--- config.mk ---
export PLATFORM = sky130hd
export DESIGN_NAME = ext_wrbuf
export DESIGN_NICKNAME = d
export VERILOG_FILES = /design/src/rtl/wrbuf_pkg.sv /design/src/rtl/wrbuf_admit.sv /design/src/rtl/wrbuf_store.sv /design/src/rtl/wrbuf_drain.sv /design/src/rtl/ext_wrbuf.sv
export SDC_FILE = /design/constraint.sdc
export NUM_CORES = 1
export LEC_CHECK = 0
export BUFFER_PORTS_ARGS = -buffer_cell sky130_fd_sc_hd__buf_2
export CORE_MARGIN = 1.5
export CORE_UTILIZATION = 45
export DETAILED_ROUTE_END_ITERATION = 8
export PLACE_DENSITY = 0.67
export SYNTH_ARGS = -nofsm -noshare
export SYNTH_HDL_FRONTEND = slang
export SYNTH_SLANG_ARGS = --single-unit
--- constraint.sdc ---
create_clock -name clk -period 11.6 [get_ports clk]
set_input_delay 1.74 -clock clk [delete_from_list [all_inputs] [get_ports clk]]
set_output_delay 1.74 -clock clk [all_outputs]
set_load 0.01 [all_outputs]
--- src/rtl/wrbuf_pkg.sv ---
package wrbuf_pkg;

    localparam int WB_DEPTH  = 4;
    localparam int BUS_W     = 32;
    localparam int ENT_WORDS = 2;
    localparam int SIZE_W    = 3;
    localparam int ENT_W     = BUS_W * ENT_WORDS;
    localparam int ENT_BYTES = ENT_W / 8;

    typedef logic [BUS_W-1:0] word_t;

    typedef struct packed {
        logic              blk;
        logic [SIZE_W-1:0] size;
        word_t             addr;
        logic [ENT_W-1:0]  data;
    } wb_entry_t;

    typedef enum logic [2:0] {
        CMD_IDLE     = 3'd0,
        CMD_ADDR_ONE = 3'd1,
        CMD_ADDR_BLK = 3'd2,
        CMD_DATA     = 3'd3,
        CMD_DATA_END = 3'd4
    } bus_cmd_e;

    typedef enum logic [1:0] {
        DR_IDLE,
        DR_ADDR,
        DR_DATA
    } drain_st_e;

    function automatic word_t entry_word(wb_entry_t e, int unsigned idx);
        return e.data[idx*BUS_W +: BUS_W];
    endfunction

endpackage

--- src/rtl/wrbuf_admit.sv ---
module wrbuf_admit
    import wrbuf_pkg::*;
#(
    parameter int DEPTH = WB_DEPTH,
    localparam int LINE_W = DEPTH * ENT_W
) (
    input  logic              st_req,
    input  word_t             st_addr,
    input  word_t             st_data,
    input  logic [SIZE_W-1:0] st_size,
    input  logic              ln_req,
    input  word_t             ln_addr,
    input  logic [LINE_W-1:0] ln_data,
    input  logic              full,
    input  logic              empty,
    output logic              push_one,
    output logic              push_line,
    output logic              reject,
    output wb_entry_t         one_ent,
    output wb_entry_t         line_ent [DEPTH]
);

    // a line request always wins the cycle; a store beside it is dropped
    always_comb begin
        push_line = ln_req && empty;
        push_one  = st_req && !ln_req && !full;
        reject    = (ln_req && !empty) || (st_req && (ln_req || full));
    end

    always_comb begin
        one_ent      = '0;
        one_ent.blk  = 1'b0;
        one_ent.size = st_size;
        one_ent.addr = st_addr;
        one_ent.data[BUS_W-1:0] = st_data;
    end

    for (genvar i = 0; i < DEPTH; i++) begin : g_line
        always_comb begin
            line_ent[i].blk  = 1'b1;
            line_ent[i].size = '0;
            line_ent[i].addr = ln_addr + word_t'(i * ENT_BYTES);
            line_ent[i].data = ln_data[i*ENT_W +: ENT_W];
        end
    end

endmodule

--- src/rtl/wrbuf_store.sv ---
module wrbuf_store
    import wrbuf_pkg::*;
#(
    parameter int DEPTH = WB_DEPTH,
    localparam int PTR_W = (DEPTH > 1) ? $clog2(DEPTH) : 1,
    localparam int CNT_W = $clog2(DEPTH + 1)
) (
    input  logic      clk,
    input  logic      rst,
    input  logic      push_one,
    input  logic      push_line,
    input  logic      reject,
    input  logic      pop,
    input  wb_entry_t one_ent,
    input  wb_entry_t line_ent [DEPTH],
    output wb_entry_t head_ent,
    output logic      full,
    output logic      empty,
    output logic      err
);

    wb_entry_t        slot [DEPTH];
    logic [PTR_W-1:0] head_q, tail_q;
    logic [CNT_W-1:0] cnt_q, cnt_n;

    function automatic logic [PTR_W-1:0] ring_inc(logic [PTR_W-1:0] p);
        return (p == PTR_W'(DEPTH - 1)) ? '0 : p + PTR_W'(1);
    endfunction

    always_comb begin
        cnt_n = cnt_q;
        if (push_line)     cnt_n = CNT_W'(DEPTH);
        else if (push_one) cnt_n = cnt_n + CNT_W'(1);
        if (pop)           cnt_n = cnt_n - CNT_W'(1);
    end

    always_ff @(posedge clk) begin
        if (rst) begin
            head_q <= '0;
            tail_q <= '0;
            cnt_q  <= '0;
            full   <= 1'b0;
            empty  <= 1'b1;
            err    <= 1'b0;
        end else begin
            cnt_q <= cnt_n;
            full  <= (cnt_n == CNT_W'(DEPTH));
            empty <= (cnt_n == '0);
            err   <= reject;
            if (push_line) begin
                head_q <= '0;
                tail_q <= '0;
            end else begin
                if (push_one) tail_q <= ring_inc(tail_q);
                if (pop)      head_q <= ring_inc(head_q);
            end
        end
    end

    for (genvar s = 0; s < DEPTH; s++) begin : g_slot
        always_ff @(posedge clk) begin
            if (push_line)
                slot[s] <= line_ent[s];
            else if (push_one && tail_q == PTR_W'(s))
                slot[s] <= one_ent;
        end
    end

    assign head_ent = slot[head_q];

endmodule

--- src/rtl/wrbuf_drain.sv ---
module wrbuf_drain
    import wrbuf_pkg::*;
#(
    parameter int DEPTH = WB_DEPTH,
    localparam int LINE_WORDS = DEPTH * ENT_WORDS,
    localparam int WIDX_W = (LINE_WORDS > 1) ? $clog2(LINE_WORDS) : 1
) (
    input  logic              clk,
    input  logic              rst,
    input  logic              empty,
    input  wb_entry_t         head_ent,
    input  logic              bus_wr_rdy,
    output logic              pop,
    output bus_cmd_e          cmd,
    output word_t             ad,
    output logic [SIZE_W-1:0] size
);

    drain_st_e         st_q;
    logic [WIDX_W-1:0] widx_q;
    int unsigned       half;
    logic              last_word;
    logic              xfer_end;

    always_comb begin
        half      = int'(widx_q) % ENT_WORDS;
        last_word = (widx_q == WIDX_W'(LINE_WORDS - 1));
        xfer_end  = (st_q == DR_DATA) && (!head_ent.blk || last_word);
        pop       = (st_q == DR_DATA) &&
                    (!head_ent.blk || half == ENT_WORDS - 1);
    end

    always_ff @(posedge clk) begin
        if (rst) begin
            st_q   <= DR_IDLE;
            widx_q <= '0;
        end else begin
            unique case (st_q)
                DR_IDLE: begin
                    widx_q <= '0;
                    if (!empty) st_q <= DR_ADDR;
                end
                DR_ADDR: begin
                    if (bus_wr_rdy) st_q <= DR_DATA;
                end
                DR_DATA: begin
                    widx_q <= widx_q + WIDX_W'(1);
                    if (xfer_end) st_q <= DR_IDLE;
                end
                default: st_q <= DR_IDLE;
            endcase
        end
    end

    always_comb begin
        cmd  = CMD_IDLE;
        ad   = '0;
        size = '0;
        unique case (st_q)
            DR_ADDR: begin
                cmd  = head_ent.blk ? CMD_ADDR_BLK : CMD_ADDR_ONE;
                ad   = head_ent.addr;
                size = head_ent.blk ? '0 : head_ent.size;
            end
            DR_DATA: begin
                cmd = xfer_end ? CMD_DATA_END : CMD_DATA;
                ad  = entry_word(head_ent, head_ent.blk ? half : 0);
            end
            default: ;
        endcase
    end

endmodule

--- src/rtl/ext_wrbuf.sv ---
module ext_wrbuf
    import wrbuf_pkg::*;
#(
    parameter int DEPTH = WB_DEPTH,
    localparam int LINE_W = DEPTH * ENT_W
) (
    input  logic              clk,
    input  logic              rst,
    input  logic              st_req,
    input  logic [BUS_W-1:0]  st_addr,
    input  logic [BUS_W-1:0]  st_data,
    input  logic [SIZE_W-1:0] st_size,
    input  logic              ln_req,
    input  logic [BUS_W-1:0]  ln_addr,
    input  logic [LINE_W-1:0] ln_data,
    output logic              full,
    output logic              empty,
    output logic              ovf_err,
    output logic [BUS_W-1:0]  bus_ad,
    output logic [2:0]        bus_cmd,
    output logic [SIZE_W-1:0] bus_size,
    input  logic              bus_wr_rdy
);

    logic      push_one, push_line, reject, pop;
    wb_entry_t one_ent;
    wb_entry_t line_ent [DEPTH];
    wb_entry_t head_ent;
    bus_cmd_e  cmd;

    wrbuf_admit #(.DEPTH(DEPTH)) u_admit (
        .st_req    (st_req),
        .st_addr   (st_addr),
        .st_data   (st_data),
        .st_size   (st_size),
        .ln_req    (ln_req),
        .ln_addr   (ln_addr),
        .ln_data   (ln_data),
        .full      (full),
        .empty     (empty),
        .push_one  (push_one),
        .push_line (push_line),
        .reject    (reject),
        .one_ent   (one_ent),
        .line_ent  (line_ent)
    );

    wrbuf_store #(.DEPTH(DEPTH)) u_store (
        .clk       (clk),
        .rst       (rst),
        .push_one  (push_one),
        .push_line (push_line),
        .reject    (reject),
        .pop       (pop),
        .one_ent   (one_ent),
        .line_ent  (line_ent),
        .head_ent  (head_ent),
        .full      (full),
        .empty     (empty),
        .err       (ovf_err)
    );

    wrbuf_drain #(.DEPTH(DEPTH)) u_drain (
        .clk        (clk),
        .rst        (rst),
        .empty      (empty),
        .head_ent   (head_ent),
        .bus_wr_rdy (bus_wr_rdy),
        .pop        (pop),
        .cmd        (cmd),
        .ad         (bus_ad),
        .size       (bus_size)
    );

    assign bus_cmd = cmd;

endmodule

==> results of run 1 <==
## worst register-to-register path: cells and delay by family (launching register included)
family	cells	cell delay, ps
AND/OR/NAND/NOR	4	2220
buffers and inverters	2	1660
flip-flops	1	330
## report_power, final
group	leakage [nW]	internal, mW	switching (mW)
registers	3.96	1.86	0.0593
logic	5.27	0.257	0.474
clock network	0.765	0.884	0.615
total	9.99	3.00	1.15
## worst paths after layout
path	start	endpoint	slack, ps	cells after the start
worst max-delay path	flip-flop	bus_ad[7]	5590	6
worst min-delay path	u_store.slot[2][61]$_SDFFE_PP0P_	u_store.slot[2][61]$_SDFFE_PP0P_	450	2
worst max register to register	u_store.full$_SDFF_PP0_	u_store.slot[0][60]$_SDFFCE_PP0P_	6950	6
worst min register to register	u_store.slot[2][61]$_SDFFE_PP0P_	u_store.slot[2][61]$_SDFFE_PP0P_	450	2
## registers in the layout (all words and copies together), names as in the netlist, named ones only
signal	flops
u_store.full	1
u_store.err	1
u_store.head_q	2
u_store.tail_q	2
u_drain.st_q	2
u_drain.widx_q	3
u_store.cnt_q	3
u_store.empty	1
u_store.slot	400
## logic make-up after synthesis
logic type / synth area share (%)
fa+ha+maj: 1.05
xor+xnor: 3.38
buf+inv: 3.54
flops: 56.0
mux: 12.4
compound gates: 5.59
simple gates: 18.0
## routing by layer
metal / share of wire [%] / vias to the layer above
met5: 0.064 / -
met4: 4.2 / 8
met3: 10 / 167
met2: 46 / 1054
met1: 39 / 8253
li1: - / 7353
## synthesized netlist by cell type, types with 26 or more instances
master    count
mux2i_1      39
and2_1      102
nand4_1      27
o21ai_1     103
xnor2_1      26
nor2_1       31
mux4_2      100
buf_2        78
edfxtp_1    367
nand2_1     586
nand3_1      50
a22o_1       35
dfxtp_1      50
xor2_1       55
clkbuf_1     58
o21ai_0      41
## through the flow
| stage | setup slack, ps | hold slack, ps | util [%] | power [mW] | std cells |
|---|---|---|---|---|---|
| 2_1_floorplan | 6310 | 425 | - | 2.36 | 1892 |
| 4_1_cts | 5460 | 455 | 54.1 | 4.15 | 2853 |
| 3_3_place_gp | 5580 | 432 | 50.8 | 2.65 | 2768 |
| 3_5_place_dp | 5500 | 444 | 50.8 | 2.67 | 2768 |
| 6_report | 5590 | 453 | 54.1 | 4.15 | 2862 |
| 5_1_grt | 5320 | 468 | 54.1 | 4.27 | 2860 |
## final cells by class
class	instances	area share, %
Sequential cell	417	47.5
Multi-Input combinational cell	1308	34.5
Timing Repair Buffer	421	8.53
Clock buffer	70	5.58
Tap cell	607	3.00
Clock inverter	15	0.534
Inverter	15	0.227
Antenna cell	9	0.0890
==> summary.md, run 1 <==
| Metric | Value |
|---|---|
| Cell Pwr Density | 164 nW/um^2 |
| Setup TNS | 0 ps |
| Worst-margin pin slew | 1330 ps |
| Leading area contributor after synthesis | edfxtp_1 |
| Initial DRT Pass Iterations | 6 |
| DIE WIDTH | 221 um |
| Crit-path slowest cell | buf_4 |
| Critical path endpoint category | output port |
| Crit Path Class | reg -> out |
| Placement Cell Area | 23700 um^2 |
| Drt first-iter violations | 2017 |
| Largest net degree at the start of global routing | 77 |
| Status | finished clean |
| Worst path most repeated cell | buf_4 |
| Die H | 221 um |
| EDFF count, synth | 367 |
| # fillers | 3972 |
| Hold Vio Cnt, Final | 0 |
| Startpoint types | flip-flop |
| Layout cells sized above 1 | 28.1% |
| Post-CTS setup buffers | 0 |
| Fin crit period | 6010 ps |
| Core area | 46800 um^2 |
| Critical Path AT | 4270 ps |
| Gr ovfl total | 0 |
| Initial antenna violation count | 13 |
| Synth Cell Area | 21500 um^2 |
| Asr flop ratio synth | 0% |
| Yosys top cell area share | 51.4% |
| Top delay family on crit path | buffers and inverters |
| # nets final | 2587 |
| Final setup viols | 0 |
| Leakage power | 9.99 nW |
| Largest stage delay on the critical path | 790 ps |
| Routed via count | 16800 |
| DRC errors left | 0 |
| Die Area | 49000 um^2 |
| Worst Skew | 10.4 ps |
| Cells along the critical path | buf_4 -> buf_4 -> mux4_2 -> mux2i_1 -> o21ai_1 -> buf_2 |
| Vias in the first global route | 16800 |
| H-tree levels | 2 |
| Final Cell Area | 25300 um^2 |
| Maximum clock path buffer count | 3 |
| Worst-path maximum fanout | 39 |
| Worst-Skew Late Latency | 580 ps |
| CP Data Required Time | 9860 ps |
| Max-Cap Viols | 0 |
| Synth Warn # | 0 |
| GRT Total Usage | 29.4% |
| Buf/Inv on CP | 3 |
| Fmax | 0.167 GHz |
| Largest cells by area after synthesis | edfxtp_1, mux4_2, nand2_1 |
| Multi-input gate area | 8730 um^2 |
| Clk slew on worst S/H paths | 60 ps |
| Met2 GRT Util | 45.8% |
| Initial Util | 45.9% |
| Hold WC Path Type | reg -> reg |
| Final wirelength | 72.9 mm |
| Clk sinks | 417 |
| RePlAce Congestion | 0.946 |
| Mapped Nets | 2270 |
| Yosys cell types | 52 |
| Routed vias/inst | 5.88 |
| Num ports | 401 |
| Detail Placement HPWL | 48.3 mm |
| RSZ-0062 raised after global routing | no |
| GR peak layer | met2 |
| M1 GR Usage | 39.5% |
| Fin crit share | 51.8% |
| Routed len/inst | 25.5 um |
| Post_cts resized | 0 |
| Rows | 79 |
| Commonest non-fill, non-tap cell in the layout | nand2_1 |
| Syn_area_per_cell | 11.3 um^2 |
| Most frequent cells in the layout | nand2_1, buf_2, edfxtp_1 |
| Worst vdd ir | 125 uV |
| Register Area | 12000 um^2 |
| Hold buffers post-CTS | 0 |
| Area Overhead vs Synth | 18.0% |
| Final ANT Viol Nets | 0 |
| Synth Instances | 1892 |
| Primary FF master, synth | edfxtp_1 |
| GRT met3 Usage | 6.43% |
| CTS tree | done |
| Root Buffer | clkbuf_16 |
| Final Slew Violations | 0 |
| CTS Buf Count | 46 |
| Yosys reg bits | 417 |
| PortBufs | 400 |
| Register area share after synthesis | 56.0% |
| Max-slew headroom | 10.7% |
| Global-route wire length before repair | 107 mm |
Note: power is estimated with default switching activity, not from simulation.
==> inputs of run 2 (changes only) <==
==> constraint.sdc (replaced) <==
create_clock -name clk -period 5.8 [get_ports clk]
set_input_delay 0.87 -clock clk [delete_from_list [all_inputs] [get_ports clk]]
set_output_delay 0.87 -clock clk [all_outputs]
set_load 0.01 [all_outputs]
==> run 2 against run 1 <==
  * Design area grew 0.11%
  * Wire length grew 1.0%
  * Non-clock buffer count grew 2
  * First-iteration DRC count grew 11%
  * Global-route usage grew 0.18 points
  * Critical path depth grew 1
  * Count of clock-buffer cells in the layout shrank 11
  * Final cell count is essentially flat
  * Sequential power grew 99%
  * Sequential share of layout area shrank 0.054 points
  * Clock skew grew 12 ps
  * Combinational power grew 100%
  * Critical path type unchanged
  * Largest cell class unchanged
==> summary.md, run 2 (synthesis gave the netlist of run 1 again) <==
| Metric | Value |
|---|---|
| Worst-margin pin slew | 1200 ps (-133 ps) |
| Commonest non-fill, non-tap cell in the layout | nand2_1 |
| Crit Path Class | reg -> out |
| Core area | 46800 um^2 (unchanged) |
| CTS Buf Count | 45 (-2.2%) |
| Detail Placement HPWL | 47.9 mm (-0.67%) |
| Post-CTS setup buffers | 0 (unchanged) |
| Area Overhead vs Synth | 18.1% |
| Hold Vio Cnt, Final | 0 (unchanged) |
| Routed vias/inst | 5.92 (+0.58%) |
| CP Data Required Time | 4930 ps (-4930 ps) |
| Total power | 8.29 mW (+100%) |
| H-tree levels | 2 (unchanged) |
| Num ports | 401 (unchanged) |
| Worst vdd ir | 220 uV (+76%) |
| Final Cell Area | 25300 um^2 (+0.11%) |
| Leakage power | 10.0 nW (about the same) |
| Switching Share | 27.4% (-0.26 points) |
| Vias in the first global route | 16400 (-2.2%) |
| Setup TNS | 0 ps (unchanged) |
| Clk sinks | 417 (unchanged) |
| Worst Skew | 22.2 ps (+11.8 ps) |
| Root Buffer | clkbuf_16 |
| Drt first-iter violations | 2233 (+11%) |
| DRC errors left | 0 (unchanged) |
| Regs by FF count | u_store.slot x400, u_drain.widx_q x3, u_store.cnt_q x3 |
| Max-Cap Viols | 0 (unchanged) |
| Final ANT Viol Nets | 0 (unchanged) |
| Final wirelength | 73.7 mm (+1.0%) |
| PortBufs | 400 (unchanged) |
| Part of the power in the clock network | 35.9% (-0.2 points) |
| Final WS setup | 1140 ps (-4450 ps) |
| Place WS | 1800 ps (-3700 ps) |
| Final setup viols | 0 (unchanged) |
| RePlAce Congestion | 0.895 (-5.4%) |
| Worst-Skew Late Latency | 580 ps (about the same) |
| Fin crit share | 80.3% |
| CTS tree | done |
| Clk slew on worst S/H paths | 60 ps (about the same) |
| Int Pwr | 6.02 mW (+100%) |
| Cell Pwr Density | 327 nW/um^2 (+100%) |
| Crit-path slowest cell | buf_4 |
| Fmax | 0.215 GHz |
| Fin crit period | 4660 ps |
| Initial Util | 45.9% (unchanged) |
| GRT Total Usage | 29.6% (+0.18 points) |
| Worst-path maximum fanout | 41 (+5.1%) |
| Global-route wire length before repair | 107 mm (+0.18%) |
| Number of flip-flops in the largest register | 400 (unchanged) |
| Critical path endpoint category | output port |
| Maximum clock path buffer count | 3 (unchanged) |
| Rows | 79 (unchanged) |
| Routed len/inst | 25.7 um (+1.0%) |
| Buf/Inv on CP | 3 (unchanged) |
| Hold WS | 449 ps (-3.82 ps) |
| Register share of total power | 46.1% (about the same) |
| Routed via count | 16900 (+0.62%) |
| Comb pwr share | 17.9% (+0.3 points) |
| Largest stage delay on the critical path | 660 ps (-130 ps) |
| Hold WC Path Type | reg -> reg |
| Layout cells sized above 1 | 27.9% (-0.27 points) |
| # nets final | 2588 (+0.039%) |
| Most frequent cells in the layout | nand2_1, buf_2, edfxtp_1 |
| Top delay family on crit path | buffers and inverters |
| Hold buffers post-CTS | 0 (unchanged) |
| # fillers | 4009 (+0.93%) |
| Max-slew headroom | 19.7% (+8.9 points) |
| Initial antenna violation count | 13 (unchanged) |
| Critical Path AT | 3790 ps (-480 ps) |
| Initial DRT Pass Iterations | 5 (-1) |
| Placement Cell Area | 23800 um^2 (+0.22%) |
| Die Area | 49000 um^2 (unchanged) |
| Status | finished clean |
| Final Slew Violations | 0 (unchanged) |
| RSZ-0062 raised after global routing | no |
| Largest net degree at the start of global routing | 103 (+34%) |
| Psw | 2.27 mW (+98%) |
| Top reg by flops | u_store.slot |
| Gr ovfl total | 0 (unchanged) |
| Post_cts resized | 0 (unchanged) |
| DIE WIDTH | 221 um (unchanged) |
| Die H | 221 um (unchanged) |
| Worst path most repeated cell | buf_4 |
| Cells along the critical path | buf_4 -> buf_4 -> mux2_2 -> mux2i_1 -> nand2_1 -> a21boi_0 -> buf_2 |
| Startpoint types | flip-flop |
run 2: power by group through the flow:
stage	sequential [mW]	clock (mW)	combinational (mW)
detailed placement	3.88	0	1.47
floorplan	3.87	0	0.852
global placement	3.87	0	1.46
global route	3.85	3.12	1.59
CTS	3.82	3.00	1.48
finish	3.83	2.98	1.49
run 2: cell type report:
class | instances | area [um^2] | area share, %
Clock buffer | 59 | 1250 | 4.93
Multi-Input combinational cell | 1308 | 8730 | 34.5
Clock inverter | 24 | 272 | 1.07
Inverter | 15 | 57.6 | 0.227
Tap cell | 607 | 759 | 3.00
Sequential cell | 417 | 12000 | 47.5
Timing Repair Buffer | 423 | 2210 | 8.73
Antenna cell | 10 | 25.0 | 0.0988
run 2: worst paths after layout:
check | startpoint | endpoint | slack, ps | depth (start not counted)
worst min register to register | u_store.slot[2][60]$_SDFFE_PP0P_ | u_store.slot[2][60]$_SDFFE_PP0P_ | 450 | 2
worst min-delay path | u_store.slot[2][60]$_SDFFE_PP0P_ | u_store.slot[2][60]$_SDFFE_PP0P_ | 450 | 2
worst max-delay path | flip-flop | bus_cmd[0] | 1140 | 7
worst max register to register | flip-flop | u_store.empty$_SDFF_PP1_ | 2230 | 7
run 2: metal layers:
layer / vias to the layer above / GRT usage, % / share of wire (%)
met4: 4 / 8.79 / 2.5
met3: 106 / 5.76 / 10
met5: - / 0 / 0.035
met2: 1078 / 47.8 / 48
li1: 7353 / - / -
met1: 8398 / 40.6 / 39
run 2: worst register-to-register path: stages (launching register included):
cell,delay [ps]
dfxtp_4,650
buf_4,610
buf_4,690
mux2_2,490
a221oi_4,510
nand2b_1,200
mux2i_1,100
a21o_1,200
run 2: per-stage QoR:
step / util, % / instances
2_1_floorplan: - / 1892
5_1_grt: 54.2 / 2860
4_1_cts: 54.1 / 2853
3_3_place_gp: 50.9 / 2770
6_report: 54.2 / 2863
3_5_place_dp: 50.9 / 2770
==> inputs of run 3 (changes only) <==
==> constraint.sdc (replaced) <==
create_clock -name clk -period 4.4 [get_ports clk]
set_input_delay 0.66 -clock clk [delete_from_list [all_inputs] [get_ports clk]]
set_output_delay 0.66 -clock clk [all_outputs]
set_load 0.01 [all_outputs]
==> run 3 against run 2 <==
  * Register-to-register slack got worse by 550 ps
  * Critical path depth fell by 2
  * Final cell count rose by 0.35%
  * Worst hold slack got worse by 160 ps
  * Sequential share of layout area fell by 0.075 points
  * Combinational power rose by 32%
  * Die area did not move
  * Critical endpoint is now bus_ad[0]
  * Flip-flop and latch count did not move
  * Wire length fell by 1.3%
  * Design area rose by 0.16%
==> summary.md, run 3 (synthesis gave the netlist of run 1 again) <==
| Metric | Value |
|---|---|
| Status | finished clean |
| CP endpoint | bus_ad[0] |
| Post_cts resized | 0 (unchanged) |
| Startpoint types | flip-flop |
| Num ports | 401 (unchanged) |
| Final ANT Viol Nets | 0 (unchanged) |
| Crit Path Class | reg -> out |
| Clk sinks | 417 (unchanged) |
| Critical Path AT | 3030 ps (-760 ps) |
| Worst Skew | 24.4 ps (+2.21 ps) |
| CTS Buf Count | 45 (unchanged) |
| Part of the power in the clock network | 35.1% (-0.8 points) |
| Final wirelength | 72.7 mm (-1.3%) |
| Top reg by flops | u_store.slot |
| Core area | 46800 um^2 (unchanged) |
| Comb pwr share | 18.2% (+0.3 points) |
| Crit-path slowest cell | mux4_2 |
| Hold Vio Cnt, Final | 0 (unchanged) |
| Hold WC Path Type | in -> reg |
| Hold buffers post-CTS | 0 (unchanged) |
| Final setup viols | 0 (unchanged) |
| Global-route wire length before repair | 107 mm (-0.71%) |
| Commonest non-fill, non-tap cell in the layout | nand2_1 |
| Worst R2R Path Depth | 7 (unchanged) |
| Routed len/inst | 25.3 um (-1.7%) |
| CTS tree | done |
| Routed vias/inst | 5.86 (-1.0%) |
| Regs by FF count | u_store.slot x400, u_drain.widx_q x3, u_store.cnt_q x3 |
| Routed via count | 16800 (-0.69%) |
| Flop2flop setup slack | 1680 ps (-550 ps) |
| Register share of total power | 46.7% (+0.6 points) |
| M1 GR Usage | 40.5% (-0.11 points) |
| Final Slew Violations | 0 (unchanged) |
| Initial DRT Pass Iterations | 8 (+3) |
| Largest stage delay on the critical path | 700 ps (+40 ps) |
| Initial Util | 45.9% (unchanged) |
| # fillers | 4010 (+0.025%) |
| Most frequent cells in the layout | nand2_1, buf_2, edfxtp_1 |
| WHS Path Cells | 3 (+1) |
| Gr ovfl total | 0 (unchanged) |
| Die H | 221 um (unchanged) |
| H-tree levels | 2 (unchanged) |
| Root Buffer | clkbuf_16 |
| Worst reg2reg path startpoint | u_store.full$_SDFF_PP0_ |
| Fmax | 0.271 GHz |
| Max-Cap Viols | 0 (unchanged) |
| DRC errors left | 0 (unchanged) |
| RSZ-0062 raised after global routing | no |
| CP Data Required Time | 3740 ps (-1190 ps) |
| Worst-Skew Late Latency | 590 ps (about the same) |
| Maximum clock path buffer count | 3 (unchanged) |
| Drt first-iter violations | 2231 (-0.090%) |
| Buf/Inv on CP | 2 (-1) |
| Final WS setup | 711 ps (-432 ps) |
| R2r endpoint | u_store.slot[0][50]$_SDFFCE_PP0P_ |
| Cell Pwr Density | 425 nW/um^2 (+30%) |
| Fin crit share | 83.8% |
| Critical path endpoint category | output port |
| Top delay family on crit path | multiplexers |
| Clk slew on worst S/H paths | 60 ps (about the same) |
| Initial antenna violation count | 14 (+1) |
| Placement Cell Area | 23900 um^2 (+0.46%) |
| PortBufs | 400 (unchanged) |
| Number of flip-flops in the largest register | 400 (unchanged) |
| Area Overhead vs Synth | 18.3% |
| Rows | 79 (unchanged) |
| DIE WIDTH | 221 um (unchanged) |
| Worst-margin pin slew | 1110 ps (-91.8 ps) |
| GRT Total Usage | 29.3% (-0.30 points) |
| Largest net degree at the start of global routing | 103 (unchanged) |
| Die Area | 49000 um^2 (unchanged) |
| Layout cells sized above 1 | 27.9% (+0.066 points) |
| # nets final | 2596 (+0.31%) |
| Total power | 10.8 mW (+30%) |
| RePlAce Congestion | 0.902 (+0.73%) |
| Post-CTS setup buffers | 0 (unchanged) |
| Int Pwr | 7.79 mW (+29%) |
| Switching Share | 27.9% (+0.45 points) |
| Met2 GRT Util | 46.2% (-1.6 points) |
| Setup TNS | 0 ps (unchanged) |
| GR peak layer | met2 |
| Leakage power | 10.0 nW (about the same) |
| Fin crit period | 3690 ps |
| GRT met3 Usage | 5.76% (unchanged) |
| Place WS | 1280 ps (-522 ps) |
| Final Cell Area | 25400 um^2 (+0.16%) |
| Psw | 3.01 mW (+32%) |
| Worst vdd ir | 246 uV (+12%) |
| Worst-path maximum fanout | 102 (+150%) |
| WP depth | 5 (-2) |
| Vias in the first global route | 16500 (+0.80%) |
| Cells along the critical path | buf_12 -> mux4_2 -> mux2i_1 -> o21ai_1 -> buf_2 |
| Detail Placement HPWL | 47.7 mm (-0.47%) |
| Max-slew headroom | 25.8% (+6.2 points) |
| Hold WS | 289 ps (-160 ps) |
==> run 3: through the flow <==
stage               cells  utilization, %
global route         2871            54.3
CTS                  2862            54.2
floorplan            1892               -
finish               2873            54.3
global placement     2778            51.1
detailed placement   2778            51.1
==> run 3: power by group through the flow <==
| stage | combinational (mW) | clock, mW | sequential [mW] |
|---|---|---|---|
| 3_3_place_gp | 1.93 | 0 | 5.10 |
| 6_report | 1.97 | 3.79 | 5.04 |
| 2_1_floorplan | 1.12 | 0 | 5.10 |
| 5_1_grt | 2.10 | 3.94 | 5.08 |
| 3_5_place_dp | 1.96 | 0 | 5.12 |
| 4_1_cts | 1.97 | 3.81 | 5.04 |
==> run 3: worst min-delay path by stage <==
stage,start,endpoint,slack (ps)
3_5_place_dp,u_store.slot[2][62]$_SDFFE_PP0P_,u_store.slot[2][62]$_SDFFE_PP0P_,440
3_3_place_gp,u_store.slot[2][61]$_SDFFE_PP0P_,u_store.slot[2][61]$_SDFFE_PP0P_,440
6_report,ln_data[170],u_store.slot[2][42]$_SDFFE_PP0P_,290
2_1_floorplan,u_store.slot[2][59]$_SDFFE_PP0P_,u_store.slot[2][59]$_SDFFE_PP0P_,430
4_1_cts,ln_data[189],u_store.slot[2][61]$_SDFFE_PP0P_,270
5_1_grt,ln_data[170],u_store.slot[2][42]$_SDFFE_PP0P_,290
==> run 3: tightest hold or removal path: stages <==
cell and delay [ps]:
buf_2 80, nand2_1 40, o21ai_0 60
==> run 3: area by class of cell <==
type                    count  area, um^2  share of cell area, %
multi-input cells        1308        8730                   34.4
clock buffers              66        1280                   5.03
inverters                  15        57.6                  0.227
clock inverters            18         171                  0.675
diodes                     11        27.5                  0.108
well taps                 607         759                   2.99
repair buffers            431        2320                   9.15
flip-flops and latches    417       12000                   47.4
==> run 3: metal layers <==
layer  part of all wire [%]  wire [um]
met1                     40      29000
met2                     47      33900
met3                     10       7480
met4                    3.2       2330
met5                  0.080         58
